## src/rtl/irq_agg_pkg.sv

```systemverilog
package irq_agg_pkg;
  localparam int unsigned BYTE_W    = 8;
  localparam int unsigned STAT_W    = 16;
  localparam int unsigned N_LANE    = STAT_W / BYTE_W;
  localparam int unsigned REG_AW    = 3;
  // register map: each base is followed by N_LANE byte lanes
  localparam int unsigned MASK_BASE = 0;
  localparam int unsigned STAT_BASE = 2;
  localparam int unsigned ACK_BASE  = 4;
  // fixed source positions
  localparam int unsigned TICK_BIT  = 8;
  localparam int unsigned ALARM_BIT = 9;
  localparam int unsigned ERR_BIT   = 10;
  localparam int unsigned BTN_BIT   = 11;
endpackage

```

## src/rtl/irq_btn_edge.sv

```systemverilog
module irq_btn_edge #(
  parameter int unsigned SYNC_STAGES = 2
) (
  input  logic clk_i,
  input  logic rst_ni,
  input  logic lvl_i,
  output logic rise_o
);
  logic [SYNC_STAGES-1:0] sync_q;
  logic                   prev_q;

  always_ff @(posedge clk_i or negedge rst_ni) begin
    if (!rst_ni) begin
      sync_q <= '0;
      prev_q <= 1'b0;
    end else begin
      sync_q <= {sync_q[SYNC_STAGES-2:0], lvl_i};
      prev_q <= sync_q[SYNC_STAGES-1];
    end
  end

  assign rise_o = sync_q[SYNC_STAGES-1] & ~prev_q;

  AST_BTN_SINGLE_PULSE: assert property (@(posedge clk_i) disable iff (!rst_ni)
    rise_o |=> !rise_o);
endmodule

```

## src/rtl/irq_stat_bits.sv

```systemverilog
module irq_stat_bits #(
  parameter int unsigned W = 16
) (
  input  logic         clk_i,
  input  logic         rst_ni,
  input  logic [W-1:0] set_i,
  input  logic [W-1:0] clr_i,
  output logic [W-1:0] stat_o
);
  logic [W-1:0] stat_q;

  for (genvar b = 0; b < W; b++) begin : g_bit
    always_ff @(posedge clk_i or negedge rst_ni) begin
      if (!rst_ni)       stat_q[b] <= 1'b0;
      else if (set_i[b]) stat_q[b] <= 1'b1;   // set beats clear
      else if (clr_i[b]) stat_q[b] <= 1'b0;
    end
  end

  assign stat_o = stat_q;

  AST_SET_WINS: assert property (@(posedge clk_i) disable iff (!rst_ni)
    (set_i != '0) |=> ((stat_q & $past(set_i)) == $past(set_i)));
  AST_ACK_CLEARS: assert property (@(posedge clk_i) disable iff (!rst_ni)
    ((clr_i & ~set_i) != '0) |=> ((stat_q & $past(clr_i & ~set_i)) == '0));
  AST_STICKY: assert property (@(posedge clk_i) disable iff (!rst_ni)
    1'b1 |=> ((stat_q & $past(stat_q & ~clr_i)) == $past(stat_q & ~clr_i)));
endmodule

```

## src/rtl/irq_mask_reg.sv

```systemverilog
module irq_mask_reg #(
  parameter int unsigned          N_LANE = 2,
  parameter int unsigned          LANE_W = 8,
  parameter logic [N_LANE*LANE_W-1:0] RST_VAL = '0
) (
  input  logic                       clk_i,
  input  logic                       rst_ni,
  input  logic [N_LANE-1:0]          we_i,
  input  logic [LANE_W-1:0]          wdata_i,
  output logic [N_LANE*LANE_W-1:0]   mask_o
);
  logic [N_LANE*LANE_W-1:0] mask_q;

  for (genvar l = 0; l < N_LANE; l++) begin : g_lane
    always_ff @(posedge clk_i or negedge rst_ni) begin
      if (!rst_ni)     mask_q[l*LANE_W +: LANE_W] <= RST_VAL[l*LANE_W +: LANE_W];
      else if (we_i[l]) mask_q[l*LANE_W +: LANE_W] <= wdata_i;
    end

    AST_LANE_KEEP: assert property (@(posedge clk_i) disable iff (!rst_ni)
      !we_i[l] |=> $stable(mask_q[l*LANE_W +: LANE_W]));
  end

  assign mask_o = mask_q;
endmodule

```

## src/rtl/irq_status_agg.sv

```systemverilog
module irq_status_agg
  import irq_agg_pkg::*;
#(
  parameter int unsigned       N_EVT       = 8,
  parameter int unsigned       SYNC_STAGES = 2,
  parameter logic [STAT_W-1:0] MASK_RST    = 16'h0FFF
) (
  input  logic              clk_i,
  input  logic              rst_ni,
  input  logic [N_EVT-1:0]  evt_i,
  input  logic              rtc_tick_i,
  input  logic              rtc_alarm_i,
  input  logic              rtc_err_i,
  input  logic              pwr_btn_i,
  input  logic              wr_i,
  input  logic [REG_AW-1:0] addr_i,
  input  logic [BYTE_W-1:0] wdata_i,
  output logic [BYTE_W-1:0] rdata_o,
  output logic              irq_o
);
  logic [N_LANE-1:0] mask_we, ack_we;
  logic [STAT_W-1:0] set_vec, clr_vec, stat, mask;
  logic              btn_rise;

  irq_btn_edge #(.SYNC_STAGES(SYNC_STAGES)) u_btn (
    .clk_i  (clk_i),
    .rst_ni (rst_ni),
    .lvl_i  (pwr_btn_i),
    .rise_o (btn_rise)
  );

  always_comb begin
    for (int l = 0; l < N_LANE; l++) begin
      mask_we[l] = wr_i && (int'(addr_i) == MASK_BASE + l);
      ack_we[l]  = wr_i && (int'(addr_i) == ACK_BASE + l);
      clr_vec[l*BYTE_W +: BYTE_W] = ack_we[l] ? wdata_i : '0;
    end
  end

  always_comb begin
    set_vec            = '0;
    set_vec[N_EVT-1:0] = evt_i;
    set_vec[TICK_BIT]  = rtc_tick_i;
    set_vec[ALARM_BIT] = rtc_alarm_i;
    set_vec[ERR_BIT]   = rtc_err_i;
    set_vec[BTN_BIT]   = btn_rise;
  end

  irq_stat_bits #(.W(STAT_W)) u_stat (
    .clk_i  (clk_i),
    .rst_ni (rst_ni),
    .set_i  (set_vec),
    .clr_i  (clr_vec),
    .stat_o (stat)
  );

  irq_mask_reg #(.N_LANE(N_LANE), .LANE_W(BYTE_W), .RST_VAL(MASK_RST)) u_mask (
    .clk_i   (clk_i),
    .rst_ni  (rst_ni),
    .we_i    (mask_we),
    .wdata_i (wdata_i),
    .mask_o  (mask)
  );

  always_comb begin
    rdata_o = '0;
    for (int l = 0; l < N_LANE; l++) begin
      if (int'(addr_i) == MASK_BASE + l) rdata_o = mask[l*BYTE_W +: BYTE_W];
      if (int'(addr_i) == STAT_BASE + l) rdata_o = stat[l*BYTE_W +: BYTE_W];
    end
  end

  assign irq_o = |(stat & ~mask);

  AST_IRQ_FALL_CAUSE: assert property (@(posedge clk_i) disable iff (!rst_ni)
    $fell(irq_o) |-> $past(wr_i));
  AST_IRQ_RISE_CAUSE: assert property (@(posedge clk_i) disable iff (!rst_ni)
    $rose(irq_o) |-> $past((set_vec != '0) || (mask_we != '0)));
endmodule

```

## config.mk

```make
export PLATFORM = sky130hd
export DESIGN_NAME = irq_status_agg
export DESIGN_NICKNAME = d
export VERILOG_FILES = /design/src/rtl/irq_agg_pkg.sv /design/src/rtl/irq_btn_edge.sv /design/src/rtl/irq_stat_bits.sv /design/src/rtl/irq_mask_reg.sv /design/src/rtl/irq_status_agg.sv
export SDC_FILE = /design/constraint.sdc
export NUM_CORES = 1
export LEC_CHECK = 0
export ABC_AREA = 1
export BUFFER_PORTS_ARGS = -buffer_cell sky130_fd_sc_hd__buf_4
export CAP_MARGIN = 0
export CORE_MARGIN = 5
export CORE_UTILIZATION = 50
export DETAILED_ROUTE_END_ITERATION = 10
export HOLD_SLACK_MARGIN = 0.03
export PLACE_DENSITY = 0.76
export SETUP_SLACK_MARGIN = 0.3
export SLEW_MARGIN = 20
export SYNTH_ARGS = -nofsm -noshare
export SYNTH_HDL_FRONTEND = slang
export SYNTH_HIERARCHICAL = 1
export SYNTH_SLANG_ARGS = --single-unit
```

## constraint.sdc

```tcl
create_clock -name clk_i -period 0.8 [get_ports clk_i]
set_input_delay 0.04 -clock clk_i [delete_from_list [all_inputs] [get_ports clk_i]]
set_output_delay 0.04 -clock clk_i [all_outputs]
set_load 0.1 [all_outputs]
```

==> impl_metrics.xml <==
<?xml version="1.0" encoding="UTF-8"?>
<metrics>
  <group name="layout">
    <metric name="flow.area_growth_from_synthesis" unit="%">72.57</metric>
    <metric name="final_core_util" unit="">0.8983</metric>
    <metric name="drive_gt1_frac" unit="">0.5195</metric>
    <metric name="layout.nets" unit="">410</metric>
    <metric name="num_antenna_cells" unit="">0</metric>
    <metric name="fillers" unit="">145</metric>
  </group>
  <group name="grt">
    <metric name="wire_length_of_the_first_global_routing_pass" unit="um">10720</metric>
    <metric name="pin_count_of_the_biggest_net_entering_global_routing" unit="">36</metric>
    <metric name="gr_util_all_layers" unit="">0.2735</metric>
    <metric name="first_global_vias" unit="">2356</metric>
    <metric name="global_route.overflow_total" unit="">0</metric>
    <metric name="antenna_found_initial" unit="">0</metric>
  </group>
  <group name="min_path">
    <metric name="worstHoldPathType" unit="">in2async</metric>
  </group>
  <group name="critical_path">
    <metric name="critPathMaxStageDelay" unit="ns">0.59</metric>
    <metric name="worstSetupPathType" unit="">reg2out</metric>
    <metric name="worst-path-max-fanout" unit="">2</metric>
    <metric name="critical_path.slowest_cell" unit="">sky130_fd_sc_hd__dfstp_2</metric>
    <metric name="timing.critical_path.max_delay_family" unit="">flip-flops</metric>
    <metric name="worst-endpoint-arrival" unit="ns">1.60</metric>
    <metric name="timing.critical_path.to_type" unit="">primary output</metric>
    <metric name="crit_required" unit="ns">0.76</metric>
    <metric name="worst-path-buf-inv" unit="">2</metric>
    <metric name="path_cells" unit="">inv_1 &gt; nand2_1 &gt; nand4_1 &gt; nor2_2 &gt; nand2_4 &gt; buf_12</metric>
    <metric name="critPathLaunchType" unit="">flip-flop</metric>
  </group>
  <group name="die">
    <metric name="floorplan.die.height" unit="um">72.20</metric>
    <metric name="die_width" unit="um">72.20</metric>
    <metric name="floorplan.die_area" unit="um^2">5213</metric>
    <metric name="io_pins" unit="">35</metric>
    <metric name="number_of_cell_rows" unit="">22</metric>
    <metric name="core" unit="um^2">3716</metric>
    <metric name="initial_standard_cell_utilization_of_the_core" unit="">0.5205</metric>
  </group>
  <group name="detailed_routing">
    <metric name="route.final.wire_length" unit="um">8642</metric>
    <metric name="drt_pre_antenna_iters" unit="">5</metric>
    <metric name="drc" unit="">0</metric>
    <metric name="route.detailed.wl_per_inst" unit="um">19.96</metric>
    <metric name="drt-initial-drc-count" unit="">298</metric>
    <metric name="vias_per_cell" unit="">5.626</metric>
    <metric name="vias" unit="">2436</metric>
    <metric name="postRouteAntennaNets" unit="">0</metric>
  </group>
  <group name="clock_tree">
    <metric name="tritoncts_clock_tree" unit="">yes</metric>
    <metric name="cell_at_the_root_of_the_clock_tree" unit="">sky130_fd_sc_hd__clkbuf_8</metric>
    <metric name="cts_num_sinks" unit="">35</metric>
    <metric name="cts_inserted_buffers" unit="">5</metric>
    <metric name="clock_tree.buffer_depth" unit="">2</metric>
    <metric name="clock_slew_seen_by_the_registers_of_the_worst_setup_and_hold_paths" unit="ns">0.08</metric>
    <metric name="clk-insertion-delay-late" unit="ns">0.31</metric>
    <metric name="cts.htree.levels" unit="">2</metric>
  </group>
  <group name="yosys">
    <metric name="ys_ff_latch" unit="">35</metric>
    <metric name="post_synth_instance_area" unit="um^2">1934</metric>
    <metric name="ys_warn_count" unit="">6</metric>
    <metric name="synth.yosys.seq_area_share" unit="">0.4605</metric>
    <metric name="netlist_instances" unit="">285</metric>
    <metric name="post_synth_num_cell_types" unit="">19</metric>
    <metric name="syn_area_per_cell" unit="um^2">6.787</metric>
  </group>
  <group name="placed_design">
    <metric name="post-place-ws" unit="ns">-0.4081</metric>
    <metric name="gp_congestion" unit="">0.8720</metric>
    <metric name="dpl.hpwl" unit="um">4013</metric>
    <metric name="io_buffer_count" unit="">34</metric>
  </group>
  <group name="power_and_ir_drop">
    <metric name="power.static_leakage" unit="nW">1.713</metric>
    <metric name="ir_drop" unit="mV">1.381</metric>
    <metric name="power.density" unit="nW/um^2">1719</metric>
  </group>
  <group name="sta">
    <metric name="hold_viol" unit="">50</metric>
    <metric name="report.final.setup_viol" unit="">22</metric>
    <metric name="setup_repair_after_global_routing_missed_its_margin" unit="">yes</metric>
    <metric name="timing.clock.skew" unit="ns">0.006006</metric>
    <metric name="maxSlewViolCount" unit="">0</metric>
    <metric name="worst_slack_setup_final" unit="ns">-0.8361</metric>
    <metric name="finalCritPeriodShare" unit="">2.045</metric>
    <metric name="period_needed" unit="ns">1.636</metric>
    <metric name="whs" unit="ns">-0.3143</metric>
    <metric name="fmax" unit="GHz">0.6112</metric>
  </group>
  <group name="status">
    <metric name="violations" unit="">hold timing, setup timing</metric>
    <metric name="outcome" unit="">finished, violations left</metric>
  </group>
  <group name="flow_run">
    <metric name="maxCapViolCount" unit="">0</metric>
  </group>
</metrics>
final timing paths:
| path | from | to | slack (ns) | cells after the start |
|---|---|---|---|---|
| worst max-delay path | u_mask/mask_o[3] | irq_o | -0.84 | 6 |
| max in group asynchronous | rst_ni | u_mask/mask_o[7] | 0.77 | 1 |
| worst max register to register | u_mask/mask_o[5] | u_mask/mask_o[5] | -0.21 | 5 |
| min in group clk_i | pwr_btn_i | u_btn/sync_q[0] | -0.16 | 1 |
| worst min-delay path | rst_ni | u_stat/stat_o[10] | -0.31 | 1 |
| worst min register to register | u_btn/sync_q[0] | u_btn/sync_q[1] | 0.36 | 0 |
metal layers:
layer	track usage	routed length, um	vias up
li1	-	-	1030
met1	0.3098	2929	1131
met2	0.4580	4150	212
met3	0.07479	995	63
met4	0.1628	567	0
met5	0	0	-
flip-flops by register name, indices dropped and copies added, names as in the netlist:
signal and flops:
u_btn/prev_q 1, u_mask/mask_o 16, u_btn/sync_q 2, u_stat/stat_o 16
synthesized netlist by cell type:
master | instances | area share
sky130_fd_sc_hd__nor3_2 | 1 | 0.0052
sky130_fd_sc_hd__conb_1 | 1 | 0.0019
sky130_fd_sc_hd__buf_6 | 2 | 0.012
sky130_fd_sc_hd__buf_2 | 2 | 0.0052
sky130_fd_sc_hd__nor3_1 | 1 | 0.0026
sky130_fd_sc_hd__nor2_4 | 1 | 0.0058
sky130_fd_sc_hd__nor2_1 | 18 | 0.035
sky130_fd_sc_hd__nand4_1 | 17 | 0.055
sky130_fd_sc_hd__nand3_2 | 1 | 0.0052
sky130_fd_sc_hd__inv_1 | 64 | 0.12
sky130_fd_sc_hd__buf_4 | 1 | 0.0039
sky130_fd_sc_hd__nand3_1 | 8 | 0.021
sky130_fd_sc_hd__nand2_2 | 1 | 0.0032
sky130_fd_sc_hd__dfrtp_1 | 23 | 0.30
sky130_fd_sc_hd__inv_2 | 5 | 0.0097
sky130_fd_sc_hd__nor4_1 | 1 | 0.0032
sky130_fd_sc_hd__nor2_2 | 2 | 0.0065
sky130_fd_sc_hd__dfstp_2 | 12 | 0.16
sky130_fd_sc_hd__nand2_1 | 124 | 0.24
area by class of cell:
| type | instances | area, um^2 | area share |
|---|---|---|---|
| multi-input combinational | 180 | 1047 | 0.3137 |
| timing repair buffer | 93 | 984.7 | 0.2950 |
| sequential | 35 | 890.9 | 0.2669 |
| inverter | 69 | 271.5 | 0.08133 |
| clock buffer | 5 | 68.82 | 0.02061 |
| tap | 48 | 60.06 | 0.01799 |
| clock inverter | 3 | 15.01 | 0.004498 |
kinds of logic (layout without fill, tap and decap cells):
group	after synthesis	after routing	share of synthesized area
buffers and inverters	74	170	0.1546
and+or+nand+nor	175	176	0.3829
other	1	4	0.001939
DFF	35	35	0.4605
placed cells by master, fill, tap and decap left out, types with 3 or more instances in the layout:
cell	count
sky130_fd_sc_hd__nand4_1	17
sky130_fd_sc_hd__dfstp_2	12
sky130_fd_sc_hd__nor2_2	14
sky130_fd_sc_hd__buf_4	40
sky130_fd_sc_hd__nand2_2	39
sky130_fd_sc_hd__dfrtp_1	23
sky130_fd_sc_hd__nor2_4	5
sky130_fd_sc_hd__clkbuf_8	5
sky130_fd_sc_hd__nand3_2	6
sky130_fd_sc_hd__inv_2	9
sky130_fd_sc_hd__buf_12	7
sky130_fd_sc_hd__conb_1	4
sky130_fd_sc_hd__nand2_1	80
sky130_fd_sc_hd__buf_6	39
sky130_fd_sc_hd__inv_1	57
sky130_fd_sc_hd__nor2_1	3
sky130_fd_sc_hd__clkinv_2	3
sky130_fd_sc_hd__nand2_4	4
sky130_fd_sc_hd__buf_8	7
power breakdown:
group	internal [W]	total (W)	switching (W)
Sequential	0.00203	0.00219	0.000157
Clock	0.000596	0.00130	0.000706
Combinational	0.000975	0.00225	0.00127
metrics by stage:
stage	setup TNS [ns]	std cells	hold slack, ns	area (um^2)	total power [W]
finish	-7.187	433	-0.3143	3338	0.005740
global route	-7.602	433	-0.2805	3338	0.005934
CTS	-5.760	424	-0.2954	3080	0.005240
detailed placement	-9.194	413	0.02180	2693	0.003648
global placement	-8.525	413	0.02029	2693	0.003592
floorplan	-4.966	288	-0.2556	2047	0.003008
what timing repair did:
item,4_1_cts,5_1_grt
cloned,0,1
buffers inserted,3,8
pin swaps,14,29
gates resized for setup,81,62
hold endpoints to repair,52,51
endpoints found under the setup margin,41,42
Note: power is estimated with default switching activity, not from simulation.
